`config.mk`:
```
export PLATFORM = sky130hd
export DESIGN_NAME = serial_rx
export DESIGN_NICKNAME = d
export VERILOG_FILES = /design/src/rtl/serial_rx_pkg.sv /design/src/rtl/serial_rx_ctrl.sv /design/src/rtl/serial_rx_dpath.sv /design/src/rtl/serial_rx.sv
export SDC_FILE = /design/constraint.sdc
export NUM_CORES = 1
export LEC_CHECK = 0
export BUFFER_PORTS_ARGS = -buffer_cell sky130_fd_sc_hd__buf_4
export CAP_MARGIN = 20
export CELL_PAD_IN_SITES_DETAIL_PLACEMENT = 0
export CELL_PAD_IN_SITES_GLOBAL_PLACEMENT = 1
export CORE_AREA = 2 2 81 83
export DETAILED_ROUTE_END_ITERATION = 12
export DIE_AREA = 0 0 83 85
export GPL_TIMING_DRIVEN = 0
export PLACE_DENSITY = 0.67
export SLEW_MARGIN = 25
export SYNTH_ARGS = -nofsm -noshare
export SYNTH_HDL_FRONTEND = slang
export SYNTH_HIERARCHICAL = 1
export SYNTH_SLANG_ARGS = --single-unit
```
`constraint.sdc`:
```
create_clock -name clk -period 2 [get_ports clk]
set_input_delay 0.4 -clock clk [delete_from_list [all_inputs] [get_ports clk]]
set_output_delay 0.4 -clock clk [all_outputs]
set_load 0.1 [all_outputs]
```
`src/rtl/serial_rx_pkg.sv`:
```
package serial_rx_pkg;

  typedef enum logic [2:0] {
    ST_IDLE,
    ST_START,
    ST_DATA,
    ST_PARITY,
    ST_STOP
  } rxState_t;

  typedef struct packed {
    logic clear;     // reception off: drop partial frame
    logic shift;     // sample a data bit
    logic parLatch;  // sample the parity bit
    logic commit;    // sample stop bit, load buffer, report
  } rxStrobe_t;

endpackage

```
`src/rtl/serial_rx_ctrl.sv`:
```
module serial_rx_ctrl
  import serial_rx_pkg::*;
#(
  parameter int OVS = 16,
  parameter int DW  = 8
) (
  input  logic      clk,
  input  logic      rst_n,
  input  logic      enable,
  input  logic      tick,
  input  logic      rxBit,
  input  logic      charLen8,
  input  logic      parityOn,
  output rxStrobe_t strobe
);

  localparam int CW = $clog2(OVS);
  localparam int BW = $clog2(DW + 1);
  localparam logic [CW-1:0] MID    = CW'(OVS / 2 - 1);
  localparam logic [CW-1:0] LAST   = CW'(OVS - 1);
  localparam logic [BW-1:0] LASTL  = BW'(DW - 1);
  localparam logic [BW-1:0] LASTS  = BW'(DW - 2);

  rxState_t      state;
  logic [CW-1:0] cnt;
  logic [BW-1:0] bitIdx;
  logic [BW-1:0] lastIdx;
  logic          atEnd;

  assign lastIdx = charLen8 ? LASTL : LASTS;
  assign atEnd   = (cnt == LAST);

  always_comb begin
    strobe          = '0;
    strobe.clear    = !enable;
    if (enable && tick) begin
      unique case (state)
        ST_DATA:   strobe.shift    = atEnd;
        ST_PARITY: strobe.parLatch = atEnd;
        ST_STOP:   strobe.commit   = atEnd;
        default: ;
      endcase
    end
  end

  always_ff @(posedge clk) begin
    if (!rst_n || !enable) begin
      state  <= ST_IDLE;
      cnt    <= '0;
      bitIdx <= '0;
    end else if (tick) begin
      unique case (state)
        ST_IDLE: begin
          cnt <= '0;
          if (!rxBit) state <= ST_START;
        end
        ST_START: begin
          if (cnt == MID) begin
            cnt    <= '0;
            bitIdx <= '0;
            state  <= rxBit ? ST_IDLE : ST_DATA;
          end else begin
            cnt <= cnt + 1'b1;
          end
        end
        ST_DATA: begin
          cnt <= cnt + 1'b1;
          if (atEnd) begin
            bitIdx <= bitIdx + 1'b1;
            if (bitIdx == lastIdx) state <= parityOn ? ST_PARITY : ST_STOP;
          end
        end
        ST_PARITY: begin
          cnt <= cnt + 1'b1;
          if (atEnd) state <= ST_STOP;
        end
        ST_STOP: begin
          cnt <= cnt + 1'b1;
          if (atEnd) state <= ST_IDLE;
        end
        default: state <= ST_IDLE;
      endcase
    end
  end

endmodule

```
`src/rtl/serial_rx_dpath.sv`:
```
module serial_rx_dpath
  import serial_rx_pkg::*;
#(
  parameter int DW   = 8,
  parameter int SYNC = 2
) (
  input  logic          clk,
  input  logic          rst_n,
  input  rxStrobe_t     strobe,
  input  logic          serialIn,
  input  logic [1:0]    paritySel,
  input  logic          charLen8,
  input  logic          errToComplete,
  input  logic          bufRead,
  output logic          rxBit,
  output logic [DW-1:0] rxData,
  output logic          doneIrq,
  output logic          errIrq,
  output logic          parityErr,
  output logic          frameErr,
  output logic          overrunErr
);

  logic [SYNC-1:0] syncReg;
  logic [DW-1:0]   shiftReg;
  logic            parBit;
  logic            unread;
  logic [DW-1:0]   dataNow;
  logic            parMismatch;
  logic            pErr;
  logic            fErr;
  logic            oErr;
  logic            anyErr;

  // input synchronizer, idle level is high
  always_ff @(posedge clk) begin
    if (!rst_n) syncReg <= '1;
    else        syncReg <= {syncReg[SYNC-2:0], serialIn};
  end
  assign rxBit = syncReg[SYNC-1];

  always_ff @(posedge clk) begin
    if (!rst_n || strobe.clear) begin
      shiftReg <= '0;
      parBit   <= 1'b0;
    end else begin
      if (strobe.shift)    shiftReg <= {rxBit, shiftReg[DW-1:1]};
      if (strobe.parLatch) parBit   <= rxBit;
    end
  end

  assign dataNow     = charLen8 ? shiftReg : {1'b0, shiftReg[DW-1:1]};
  assign parMismatch = ^{dataNow, parBit};
  always_comb begin
    unique case (paritySel)
      2'b10:   pErr = !parMismatch;
      2'b11:   pErr = parMismatch;
      default: pErr = 1'b0;
    endcase
  end
  assign fErr   = !rxBit;
  assign oErr   = unread && !bufRead;
  assign anyErr = pErr || fErr || oErr;

  always_ff @(posedge clk) begin
    if (!rst_n) begin
      rxData     <= '0;
      doneIrq    <= 1'b0;
      errIrq     <= 1'b0;
      parityErr  <= 1'b0;
      frameErr   <= 1'b0;
      overrunErr <= 1'b0;
      unread     <= 1'b0;
    end else begin
      doneIrq <= strobe.commit && (!anyErr || errToComplete);
      errIrq  <= strobe.commit && anyErr && !errToComplete;
      if (strobe.commit) begin
        rxData     <= dataNow;
        parityErr  <= pErr;
        frameErr   <= fErr;
        overrunErr <= oErr;
        unread     <= 1'b1;
      end else if (bufRead) begin
        unread <= 1'b0;
      end
    end
  end

endmodule

```
`src/rtl/serial_rx.sv`:
```
module serial_rx
  import serial_rx_pkg::*;
#(
  parameter int OVS = 16,
  parameter int DW  = 8
) (
  input  logic          clk,
  input  logic          rst_n,
  input  logic          rxEnable,
  input  logic [1:0]    paritySel,
  input  logic          charLen8,
  input  logic          errToComplete,
  input  logic          sampleTick,
  input  logic          serialIn,
  input  logic          bufRead,
  output logic [DW-1:0] rxData,
  output logic          doneIrq,
  output logic          errIrq,
  output logic          parityErr,
  output logic          frameErr,
  output logic          overrunErr
);

  rxStrobe_t strobe;
  logic      rxBit;

  serial_rx_ctrl #(.OVS(OVS), .DW(DW)) u_ctrl (
    .clk      (clk),
    .rst_n    (rst_n),
    .enable   (rxEnable),
    .tick     (sampleTick),
    .rxBit    (rxBit),
    .charLen8 (charLen8),
    .parityOn (paritySel != 2'b00),
    .strobe   (strobe)
  );

  serial_rx_dpath #(.DW(DW), .SYNC(2)) u_dpath (
    .clk           (clk),
    .rst_n         (rst_n),
    .strobe        (strobe),
    .serialIn      (serialIn),
    .paritySel     (paritySel),
    .charLen8      (charLen8),
    .errToComplete (errToComplete),
    .bufRead       (bufRead),
    .rxBit         (rxBit),
    .rxData        (rxData),
    .doneIrq       (doneIrq),
    .errIrq        (errIrq),
    .parityErr     (parityErr),
    .frameErr      (frameErr),
    .overrunErr    (overrunErr)
  );

endmodule

```
== Word level (Yosys, flattened, before mapping) ==
Cells that the tools add are included.
Operators by class
  add/sub/neg operators: 2
  eq/ne operators: 15
  muxes and demuxes: 23
  reduce and logical (&&, ||, !) cells: 26
Operators by type and width (number)
  3-bit two-way mux: 8
  3-bit case mux with 5 select lines: 1
  4-bit two-way mux: 3
  4-bit case mux with 3 select lines: 1
  2-bit by 1-bit != test with 1-bit output (second input constant): 5
  9-bit parity: 1
  4-bit by 1-bit adder with 4-bit output (second input constant): 2
  8-bit two-way mux: 1
  4-bit case mux with 2 select lines: 1
  1-bit logical NOT: 7
  7-bit AND reduction: 1
  3-bit by 2-bit equality test with 1-bit output (second input constant): 2
  1-bit two-way mux: 6
  2-bit nonzero test: 3
  1-bit logical AND: 5
  2-bit equality test (second input constant): 2
  4-bit by 3-bit equality test with 1-bit output (second input constant): 1
  4-bit equality test: 1
  4-bit equality test (second input constant): 1
  1-bit logical OR: 4
  4-bit AND reduction: 1
  3-bit by 1-bit equality test with 1-bit output (second input constant): 1
  3-bit equality test (second input constant): 1
  3-bit logical NOT: 1
  other kinds (6): 6
Word-level totals
  register bits after elaboration: 36
  bits of input ports: 10
  output and inout bits: 13
  word-level logic and storage cells: 79

== Longest topological paths before layout ==
Gate-level depths: netlist of run 1.
  depth after elaboration: 9
  gate-level depth with buffers: 7
  gate-level depth less buffers: 6

== By module ==
Netlist of run 1, hierarchy kept.
Modules (own cells, without submodules)
  serial_rx_dpath: times used 1, cells each 102, area each 1036.0 um^2, sequential area each 500.5 um^2
  serial_rx_ctrl: times used 1, cells each 99, area each 767.0 um^2, sequential area each 220.2 um^2
  serial_rx: times used 1, cells each 1, area each 6.3 um^2, sequential area each 0.0 um^2

== Worst setup path after synthesis of run 1 ==
Ideal clock, no wire load.
  kind: register to register
  start: register u_ctrl.state[1]
  end: register u_dpath.doneIrq
  library setup time: 57 ps
  arrival: 1774 ps
  required time: 1943 ps
  path slack: 169 ps
  cell stages (with the launch flop): 7
  path buffers: 2
  period minus slack after synthesis: 1831 ps
  path through: dfxtp_1 clkbuf_1 or3b_2 nor2_1 clkbuf_1 nand2_1 and2b_2
RTL lines
  from (decl): line serial_rx_ctrl.sv:24  | rxState_t state;
  from (signal assigned): line serial_rx_ctrl.sv:61  | state <= rxBit ? ST_IDLE : ST_DATA;
  from (signal assigned): line serial_rx_ctrl.sv:70  | if (bitIdx == lastIdx) state <= parityOn ? ST_PARITY : ST_STOP;
  to (signal assigned): line serial_rx_dpath.sv:75  | doneIrq <= strobe.commit && (!anyErr || errToComplete);
  to (decl): line serial_rx_dpath.sv:17  | output logic doneIrq,

==> flow_metrics.env, run 1 <==
export IMPL_grt_busiest_layer="met2"
export IMPL_dp_hpwl_mm=2.88
export IMPL_crit_fanout=10
export IMPL_p_leak_uw=0.000828
export IMPL_setup_slack_ps=126
export IMPL_ios=23
export IMPL_clk_pin_slew_worst_paths_ps=80
export IMPL_slowest_stage="or3b_2"
export IMPL_start_kind="flip-flop"
export IMPL_slowest_delay_ps=570
export IMPL_p_sw_uw=314
export IMPL_hold_viol=0
export IMPL_synth_area_top_cells="dfxtp_1 40%, mux2i_1 9.4%, nor2_1 3.7%, nand2_1 3.5%, xnor2_1 2.9%"
export IMPL_antennaDiodeCount=0
export IMPL_p_clk_share_pct=45.2
export IMPL_synth_cell_types=48
export IMPL_timing_rr_start="u_ctrl/state[1]"
export IMPL_grt_pass1_wl_mm=6.87
export IMPL_yosysTopAreaCell="dfxtp_1"
export IMPL_pwr_share_comb_pct=4.4
export IMPL_gr_usage_met2_pct=19.4
export IMPL_max_freq_mhz=534
export IMPL_nets=243
export IMPL_min_from="serialIn"
export IMPL_tightest_slew_ps=495
export IMPL_holdPathStages=2
export IMPL_vias_per_cell=4.86
export IMPL_grt_ovfl_total=0
export IMPL_hold_class="in -> reg"
export IMPL_firstDrtPassIters=4
export IMPL_core_area_um2=6200
export IMPL_end_kind="flip-flop"
export IMPL_insertion_delay_ps=290
export IMPL_synth_top_area_share_pct=39.8
export IMPL_crit_arrival_ps=2120
export IMPL_cts_tree="yes"
export IMPL_met1_usage_pct=14.9
export IMPL_numPortBuffers=22
export IMPL_cts_root_buf="clkbuf_8"
export IMPL_cts_sinks=36
export IMPL_p_seq_share_pct=50.4
export IMPL_grt_util_met3_pct=3.02
export IMPL_die_h_um=85
export IMPL_period_share_pct=93.7
export IMPL_final_cell_mix="36 x dfxtp_1, 23 x buf_4, 17 x nand2_1, 17 x nor2_1, 17 x mux2i_1"
export IMPL_drt_wl_total_mm=3.96
export IMPL_layout_commonest_cell="dfxtp_1"
export IMPL_rows=29
export IMPL_yosysWarningCount=6
export IMPL_ant_nets=0
export IMPL_syn_area_per_cell_um2=8.96
export IMPL_synthFlopType="dfxtp_1"
export IMPL_critPathLaunch="u_ctrl/state[1]"
export IMPL_synth_edff_count=0
export IMPL_synth_seq_area_share_pct=39.8
export IMPL_fin_hold_ws_ps=287
export IMPL_async_flop_share_pct=0
export IMPL_relSlewSlack_pct=67.0
export IMPL_grt_max_degree=13
export IMPL_gp_congestion=0.736
export IMPL_die_area_um2=7060
export IMPL_peakVddDrop_mv=0.372
export IMPL_finClkSkew_ps=5.72
export IMPL_drt_iter0_drc=40
export IMPL_sw_frac_of_total_pct=22.0
export IMPL_cts_made_buffers=5
export IMPL_cp_required_ps=2250
export IMPL_die_width_um=83
export IMPL_final_area_um2=2200
export IMPL_area_growth_pct=21.5
export IMPL_layout_min_cycle_time_ps=1870
export IMPL_start_util_pct=29.2
export IMPL_ys_ff_latch=36
export IMPL_critPathTopFamily="simple AND/OR/NAND/NOR gates"
export IMPL_synth_area_um2=1810
export IMPL_pre_cts_slack_ps=-200
export IMPL_remaining_drc_errors=0
export IMPL_setup_violations=0
export IMPL_clk_path_buf_depth=2
export IMPL_power_internal_uw=1120
export IMPL_path_depth=6
export IMPL_postSynthCellCount=202
export IMPL_maxCapViolCount=0
export IMPL_final_layout_size_suffix_gt1_share_pct=18.5
export IMPL_cts_max_level=2
export IMPL_placedInstanceArea_um2=2070
export IMPL_p_per_area_nw_per_um2=651
export IMPL_synthesis_nets=214
export IMPL_wire_per_inst_um=12.8
export IMPL_reg2reg_depth=6
export IMPL_path_cells="clkbuf_1 -> or3b_2 -> nor2_4 -> clkbuf_4 -> nand2_1 -> and2b_2"
export IMPL_vias=1503
export IMPL_first_global_vias=1499
export IMPL_crit_type="reg -> reg"
export IMPL_utilization_pct=35.4
export IMPL_post_cts_buffers=0
export IMPL_grt_antenna_before_repair=0
export IMPL_outcome="completed"
export IMPL_grt_usage_pct=11.8
export IMPL_report_final_slew_viol_count=0
export IMPL_critPathBufInv=2
## worst register-to-register path, delay by kind of cell, from the launching register on
kind          cells  cell delay, ps
simple gates      4            1050
buf+inv           2             440
flops             1             340
## final cells by class
type	count	area, µm²
fillers	672	4010
multi-input cells	150	1020
flip-flops and latches	36	721
repair buffers	22	165
well taps	77	96.3
clock buffers	5	68.8
plain buffers	11	66.3
clock inverters	3	42.5
inverters	5	18.8
## logic make-up after synthesis
| kind of cell | Yosys count | share of synthesized area, % |
|---|---|---|
| AO/OA/AOI/OAI | 42 | 15.9 |
| flip-flops | 36 | 39.8 |
| multiplexers | 17 | 9.41 |
| buffers and inverters | 16 | 4.22 |
| XOR/XNOR | 9 | 5.12 |
| adder cells (fa/ha/maj) | 3 | 1.94 |
| AND/OR/NAND/NOR | 79 | 23.6 |
## state kept, by name (all words and copies together), names as in the netlist
| signal | flops |
|---|---|
| u_dpath/doneIrq | 1 |
| u_dpath/frameErr | 1 |
| u_dpath/unread | 1 |
| u_dpath/errIrq | 1 |
| u_dpath/shiftReg | 8 |
| u_dpath/parityErr | 1 |
| u_ctrl/state | 3 |
| u_dpath/parBit | 1 |
| u_dpath/syncReg | 2 |
| u_dpath/rxData | 8 |
| u_ctrl/bitIdx | 4 |
| u_ctrl/cnt | 4 |
| u_dpath/overrunErr | 1 |
## metrics by stage
stage,total power [µW],instances,setup TNS (ps)
finish,1430,309,0
floorplan,772,202,0
global route,1480,309,-3.29
detailed placement,801,301,-1480
global placement,801,301,-1670
CTS,1450,309,0
## cell usage after synthesis, drive strengths merged (2+ instances only)
| master | number |
|---|---|
| nand3 | 4 |
| nand3b | 4 |
| a21oi | 10 |
| or2 | 2 |
| and2 | 2 |
| o211a | 5 |
| nor2b | 6 |
| clkbuf | 8 |
| mux2i | 17 |
| inv | 5 |
| nor3b | 2 |
| buf | 3 |
| xnor2 | 6 |
| nand2b | 6 |
| dfxtp | 36 |
| o31ai | 3 |
| nor3 | 3 |
| a31oi | 4 |
| nor2 | 18 |
| nand2 | 17 |
| or4 | 3 |
| a211oi | 2 |
| ha | 2 |
| or3b | 4 |
| nand4 | 4 |
| xor2 | 2 |
| o21ai | 7 |
## routing by layer
layer	routed length [µm]	vias to the layer above
met4	64	0
met5	0	-
li1	-	781
met1	1970	693
met3	140	9
met2	1790	20
## path summary, 6_finish.rpt
| kind | end | slack (ps) |
|---|---|---|
| worst min register to register | u_dpath/syncReg[1] | 410 |
| worst min-delay path | u_dpath/syncReg[0] | 290 |
| worst max-delay path | u_dpath/doneIrq | 130 |
| worst max register to register | u_dpath/doneIrq | 130 |
## repair_timing
item | CTS | global route
endpoints found under the setup margin | 19 | 20
endpoints found under the hold margin | 0 | 0
hold buffers | 0 | 0
resized for setup | 4 | 6
pin swaps | 0 | 2
## power by group through the flow
stage	registers, µW	logic (µW)	clock network [µW]
finish	720	62.7	647
global route	721	69.9	685
CTS	720	63.7	668
detailed placement	737	63.4	0
global placement	737	63.4	0
floorplan	736	35.3	0
(Power assumes the default switching activity.)
==> run 2, diff against run 1 <==
--- a/config.mk
+++ b/config.mk
@@ -13,7 +13,7 @@
 export DETAILED_ROUTE_END_ITERATION = 12
 export DIE_AREA = 0 0 83 85
 export GPL_TIMING_DRIVEN = 0
-export PLACE_DENSITY = 0.67
+export PLACE_DENSITY = 0.69
 export SLEW_MARGIN = 25
 export SYNTH_ARGS = -nofsm -noshare
 export SYNTH_HDL_FRONTEND = slang
==> constraint.sdc (replaced) <==
create_clock -name clk -period 1.5 [get_ports clk]
set_input_delay 0.3 -clock clk [delete_from_list [all_inputs] [get_ports clk]]
set_output_delay 0.3 -clock clk [all_outputs]
set_load 0.1 [all_outputs]
==> flow_metrics.env, run 2 (same netlist as run 1, synthesis figures left out) <==
export IMPL_slowest_stage="or4_4"
export IMPL_dp_hpwl_mm=2.95
export IMPL_die_area_um2=7060
export IMPL_core_area_um2=6200
export IMPL_final_area_um2=2610
export IMPL_cts_max_level=2
export IMPL_peakVddDrop_mv=0.531
export IMPL_fin_hold_ws_ps=202
export IMPL_utilization_pct=42.1
export IMPL_outcome="finished, violations left"
export IMPL_route_met3_wl_um=172
export IMPL_cp_required_ps=1730
export IMPL_first_global_vias=1543
export IMPL_die_width_um=83
export IMPL_stdcell_count=325
export IMPL_antennaDiodeCount=0
export IMPL_gp_congestion=0.758
export IMPL_layout_min_cycle_time_ps=1640
export IMPL_rsz0062_at_grt="yes"
export IMPL_remaining_drc_errors=0
export IMPL_nets=259
export IMPL_grt_max_degree=13
export IMPL_report_final_slew_viol_count=0
export IMPL_crit_arrival_ps=1870
export IMPL_hold_viol=0
export IMPL_cts_root_buf="clkbuf_8"
export IMPL_grt_pass1_wl_mm=7.41
export IMPL_top_regs="u_dpath/rxData x8, u_dpath/shiftReg x8"
export IMPL_clk_path_buf_depth=2
export IMPL_grt_antenna_before_repair=0
export IMPL_rows=29
export IMPL_final_cell_mix="34 x buf_4, 25 x dfxtp_1, 17 x mux2i_1, 16 x nor2_1, 14 x nand2_1"
export IMPL_vias_per_cell=4.90
export IMPL_firstDrtPassIters=4
export IMPL_cts_made_buffers=5
export IMPL_vias=1593
export IMPL_final_layout_size_suffix_gt1_share_pct=39.5
export IMPL_ios=23
export IMPL_grt_ovfl_total=0
export IMPL_cts_tree="yes"
export IMPL_hold_class="in -> reg"
export IMPL_drt_iter0_drc=87
export IMPL_power_uw=2260
export IMPL_setup_slack_ps=-135
export IMPL_grt_usage_pct=12.9
export IMPL_crit_fanout=7
export IMPL_start_util_pct=29.2
export IMPL_cts_sinks=36
export IMPL_period_share_pct=109
export IMPL_p_per_area_nw_per_um2=864
export IMPL_maxCapViolCount=0
export IMPL_die_h_um=85
export IMPL_top_layer="met4"
export IMPL_max_freq_mhz=611
export IMPL_finClkSkew_ps=10.7
export IMPL_path_cells="or3b_4 -> a21o_4 -> or4_4 -> a21oi_2"
export IMPL_drt_wl_total_mm=4.52
export IMPL_ant_nets=0
export IMPL_crit_type="reg -> reg"
export IMPL_violations="setup timing"
export IMPL_dp_cells=301
export IMPL_area_growth_pct=44.3
export IMPL_placedInstanceArea_um2=2120
export IMPL_insertion_delay_ps=290
export IMPL_start_kind="flip-flop"
export IMPL_tightest_slew_ps=523
export IMPL_relSlewSlack_pct=65.1
export IMPL_clk_pin_slew_worst_paths_ps=80
export IMPL_wire_per_inst_um=13.9
export IMPL_slowest_delay_ps=420
export IMPL_layout_commonest_cell="buf_4"
export IMPL_p_leak_uw=0.000990
export IMPL_end_kind="flip-flop"
export IMPL_route_met2_wl_mm=2.16
export IMPL_setup_violations=30
export IMPL_m1WireLength_mm=2.16
export IMPL_numPortBuffers=22
[run 2: cell count changes in the layout (fill, tap and decap cells not counted), sizes merged]
cell      previous run  this run
bufinv               1         3
clkinvlp             1         0
clkinv               1         0
buf                 26        42
[run 2: final timing paths]
kind                      start                 end  slack, ps  cells after the start
max               u_ctrl/cnt[3]    u_ctrl/bitIdx[3]       -140                      4
min                    serialIn  u_dpath/syncReg[0]        200                      2
max reg2reg       u_ctrl/cnt[3]    u_ctrl/bitIdx[3]       -140                      4
min reg2reg  u_dpath/syncReg[0]  u_dpath/syncReg[1]        420                      1
[run 2: where the power goes]
part | switching, µW | internal [µW]
registers | 3.22 | 952
logic | 53.6 | 46.3
clock network | 369 | 832
[run 2: final cells by class]
class / count / area (µm²)
fillers: 597 / 3590
multi-input cells: 150 / 1170
flip-flops and latches: 36 / 742
repair buffers: 39 / 314
plain buffers: 10 / 109
well taps: 77 / 96.3
clock inverters: 3 / 90.1
clock buffers: 5 / 68.8
inverters: 5 / 18.8
[run 2: through the flow]
stage / TNS, ps / worst slack (ps)
floorplan: -93.3 / -30.9
global route: -4210 / -205
finish: -2210 / -135
global placement: -4600 / -293
detailed placement: -4760 / -286
CTS: -1640 / -113
[run 2: worst max-delay path, delay by kind of cell, from the launching register on]
family           cells  cell delay, ps
AO/OA/AOI/OAI        2             380
flip-flops           1             370
AND/OR/NAND/NOR      2             830
[run 2: what timing repair did]
action	4_1_cts	5_1_grt
hold buffers	0	0
cloned	1	0
setup endpoints to repair	33	33
gates resized for setup	42	19
pin swaps	15	12
buffers inserted	10	6
[run 2: metal layers]
metal  track usage [%]  up-vias
li1                  -      816
met5                 0        -
met2              21.3       32
met4              3.58        0
met1              16.8      740
met3              3.11        5
==> run 3, diff against run 2 <==
--- a/config.mk
+++ b/config.mk
@@ -9,13 +9,13 @@
 export CAP_MARGIN = 20
 export CELL_PAD_IN_SITES_DETAIL_PLACEMENT = 0
 export CELL_PAD_IN_SITES_GLOBAL_PLACEMENT = 1
-export CORE_AREA = 2 2 81 83
+export CORE_AREA = 2 2 79 81
 export DETAILED_ROUTE_END_ITERATION = 12
-export DIE_AREA = 0 0 83 85
+export DIE_AREA = 0 0 81 83
 export GPL_TIMING_DRIVEN = 0
 export PLACE_DENSITY = 0.69
+export SKIP_LAST_GASP = 1
 export SLEW_MARGIN = 25
 export SYNTH_ARGS = -nofsm -noshare
 export SYNTH_HDL_FRONTEND = slang
-export SYNTH_HIERARCHICAL = 1
 export SYNTH_SLANG_ARGS = --single-unit
==> flow_metrics.env, run 3 <==
export IMPL_first_global_vias=1307
export IMPL_synthSimpleGateAreaFrac_pct=21.4
export IMPL_p_per_area_nw_per_um2=740
export IMPL_die_width_um=81
export IMPL_die_h_um=83
export IMPL_die_area_um2=6720
export IMPL_synth_seq_area_share_pct=41.9
export IMPL_multi_input_area_um2=1050
export IMPL_tightest_slew_ps=454
export IMPL_numPortBuffers=22
export IMPL_clk_pin_slew_worst_paths_ps=70
export IMPL_antennaDiodeCount=0
export IMPL_syn_area_per_cell_um2=9.41
export IMPL_crit_type="reg -> reg"
export IMPL_relSlewSlack_pct=69.7
export IMPL_drt_wl_total_mm=3.79
export IMPL_cts_made_buffers=5
export IMPL_cts_root_buf="clkbuf_8"
export IMPL_grt_pass1_wl_mm=6.15
export IMPL_ant_nets=0
export IMPL_grt_max_degree=13
export IMPL_clk_path_buf_depth=2
export IMPL_rows=28
export IMPL_synth_top_area_share_pct=41.9
export IMPL_vias_per_cell=4.68
export IMPL_top_regs="u_dpath.rxData x8, u_dpath.shiftReg x8"
export IMPL_vias=1408
export IMPL_synth_area_um2=1720
export IMPL_p_leak_uw=0.000965
export IMPL_synth_compound_area_share_pct=13.5
export IMPL_yosysWarningCount=0
export IMPL_pre_cts_slack_ps=-331
export IMPL_final_seq_area_um2=741
export IMPL_hold_class="in -> reg"
export IMPL_synth_edff_count=0
export IMPL_rsz0062_at_grt="yes"
export IMPL_cts_tree="yes"
export IMPL_nets=237
export IMPL_grt_busiest_layer="met2"
export IMPL_async_flop_share_pct=0
export IMPL_gr_usage_met2_pct=17.8
export IMPL_cts_max_level=2
export IMPL_yosysTopAreaCell="dfxtp_1"
export IMPL_synthesis_nets=195
export IMPL_peakVddDrop_mv=0.535
export IMPL_layout_min_cycle_time_ps=1620
export IMPL_cts_hold_buffers=0
export IMPL_firstDrtPassIters=4
export IMPL_synth_cell_types=43
export IMPL_final_cell_mix="32 x buf_4, 26 x dfxtp_1, 20 x mux2i_1, 19 x nand2_1, 18 x nor2_1"
export IMPL_yosys_area_share_adder_pct=2.03
export IMPL_crit_arrival_ps=1840
export IMPL_final_layout_size_suffix_gt1_share_pct=32.3
export IMPL_synth_top_family_by_area="simple AND/OR/NAND/NOR gates"
export IMPL_layout_commonest_cell="buf_4"
export IMPL_wire_per_inst_um=12.6
export IMPL_dp_cells=280
export IMPL_end_kind="flip-flop"
export IMPL_setup_slack_ps=-120
export IMPL_synth_xor_area_share_pct=6.40
export IMPL_max_freq_mhz=617
export IMPL_stdcell_count=301
export IMPL_outcome="finished, violations left"
export IMPL_start_util_pct=29.6
export IMPL_maxCapViolCount=0
export IMPL_area_growth_pct=36.6
export IMPL_grt_util_met3_pct=2.93
export IMPL_hold_viol=0
export IMPL_synth_area_top_cells="dfxtp_1 42%, mux2i_1 12%, nand2_1 4.1%, o211a_1 4.1%, nor2_1 3.9%"
export IMPL_synthFlopType="dfxtp_1"
export IMPL_core_area_um2=5820
export IMPL_violations="setup timing"
export IMPL_ys_ff_latch=36
export IMPL_grt_antenna_before_repair=0
export IMPL_ios=23
export IMPL_period_share_pct=108
export IMPL_dp_hpwl_mm=2.59
export IMPL_remaining_drc_errors=0
export IMPL_start_kind="flip-flop"
export IMPL_report_final_slew_viol_count=0
export IMPL_met1_usage_pct=15.3
export IMPL_ys_top_cells_by_count="36 x dfxtp_1, 20 x mux2i_1, 19 x nand2_1"
export IMPL_grt_usage_pct=11.5
export IMPL_grt_ovfl_total=0
export IMPL_yosysMostFrequentCell="dfxtp_1"
export IMPL_setup_violations=20
export IMPL_postSynthCellCount=183
export IMPL_cp_required_ps=1720
export IMPL_drt_iter0_drc=52
export IMPL_synthMuxAreaShare_pct=11.6
export IMPL_cts_sinks=36
export IMPL_finClkSkew_ps=4.50
export IMPL_fillers=619
export IMPL_crit_fanout=7
export IMPL_gp_congestion=0.775
export IMPL_insertion_delay_ps=290
run 3: cell families after synthesis:
group           after synthesis
simple gates                 70
mux                          20
fa+ha+maj                     3
compound gates               32
xor+xnor                     11
flops                        36
buf+inv                      11
run 3: path summary, 6_finish.rpt:
check | startpoint | endpoint | slack, ps | cells after the start
setup / recovery | u_ctrl.cnt[3] | u_ctrl.bitIdx[3] | -120 | 5
hold / removal | errToComplete | u_dpath.errIrq | 180 | 2
setup reg to reg | u_ctrl.cnt[3] | u_ctrl.bitIdx[3] | -120 | 5
hold reg to reg | u_dpath.syncReg[0] | u_dpath.syncReg[1] | 430 | 1
run 3: per-stage QoR:
stage | utilization (%) | hold slack (ps) | total power [µW] | instance area [µm²] | TNS (ps)
after detailed placement | 34.9 | 407 | 1080 | 2030 | -6040
after CTS | 38.4 | 162 | 1770 | 2230 | -1120
after floorplan | - | 372 | 1040 | 1770 | -238
after global routing | 40.4 | 175 | 1820 | 2350 | -2760
after global placement | 34.9 | 388 | 1080 | 2030 | -5740
final | 40.4 | 183 | 1740 | 2350 | -1160
run 3: area by class of cell:
| type | count | area share, % |
|---|---|---|
| tap | 75 | 3.99 |
| clock inverter | 3 | 0.798 |
| clock buffer | 5 | 2.93 |
| inverter | 4 | 0.638 |
| multi-input combinational | 136 | 44.7 |
| sequential | 36 | 31.5 |
| timing repair buffer | 36 | 13.1 |
| buffer | 6 | 2.39 |
run 3: critical path: stages (launching register included):
cell and delay, ps:
dfxtp_4 350, or3b_1 370, a2111o_1 470, nor2_2 140, nand4bb_1 100, a21oi_1 120
run 3: layer usage:
metal	part of all wire, %	vias up	wire length (µm)
met3	3.1	6	119
met5	0	-	0
met2	48	18	1820
met4	1.2	0	46
li1	-	729	-
met1	48	655	1800
run 3: where the power goes:
group          total, µW  internal (µW)  leakage [µW]  switching, µW
Clock                679            323     0.0000479            356
Sequential           959            954      0.000296           4.67
Combinational        103           48.5      0.000621           54.0
Total               1740           1330      0.000965            414
run 3: what timing repair did:
item | in CTS | in global routing
gates resized for setup | 17 | 14
pin swaps | 3 | 2
gates cloned | 0 | 1
setup endpoints to repair | 31 | 30
buffers inserted | 9 | 4
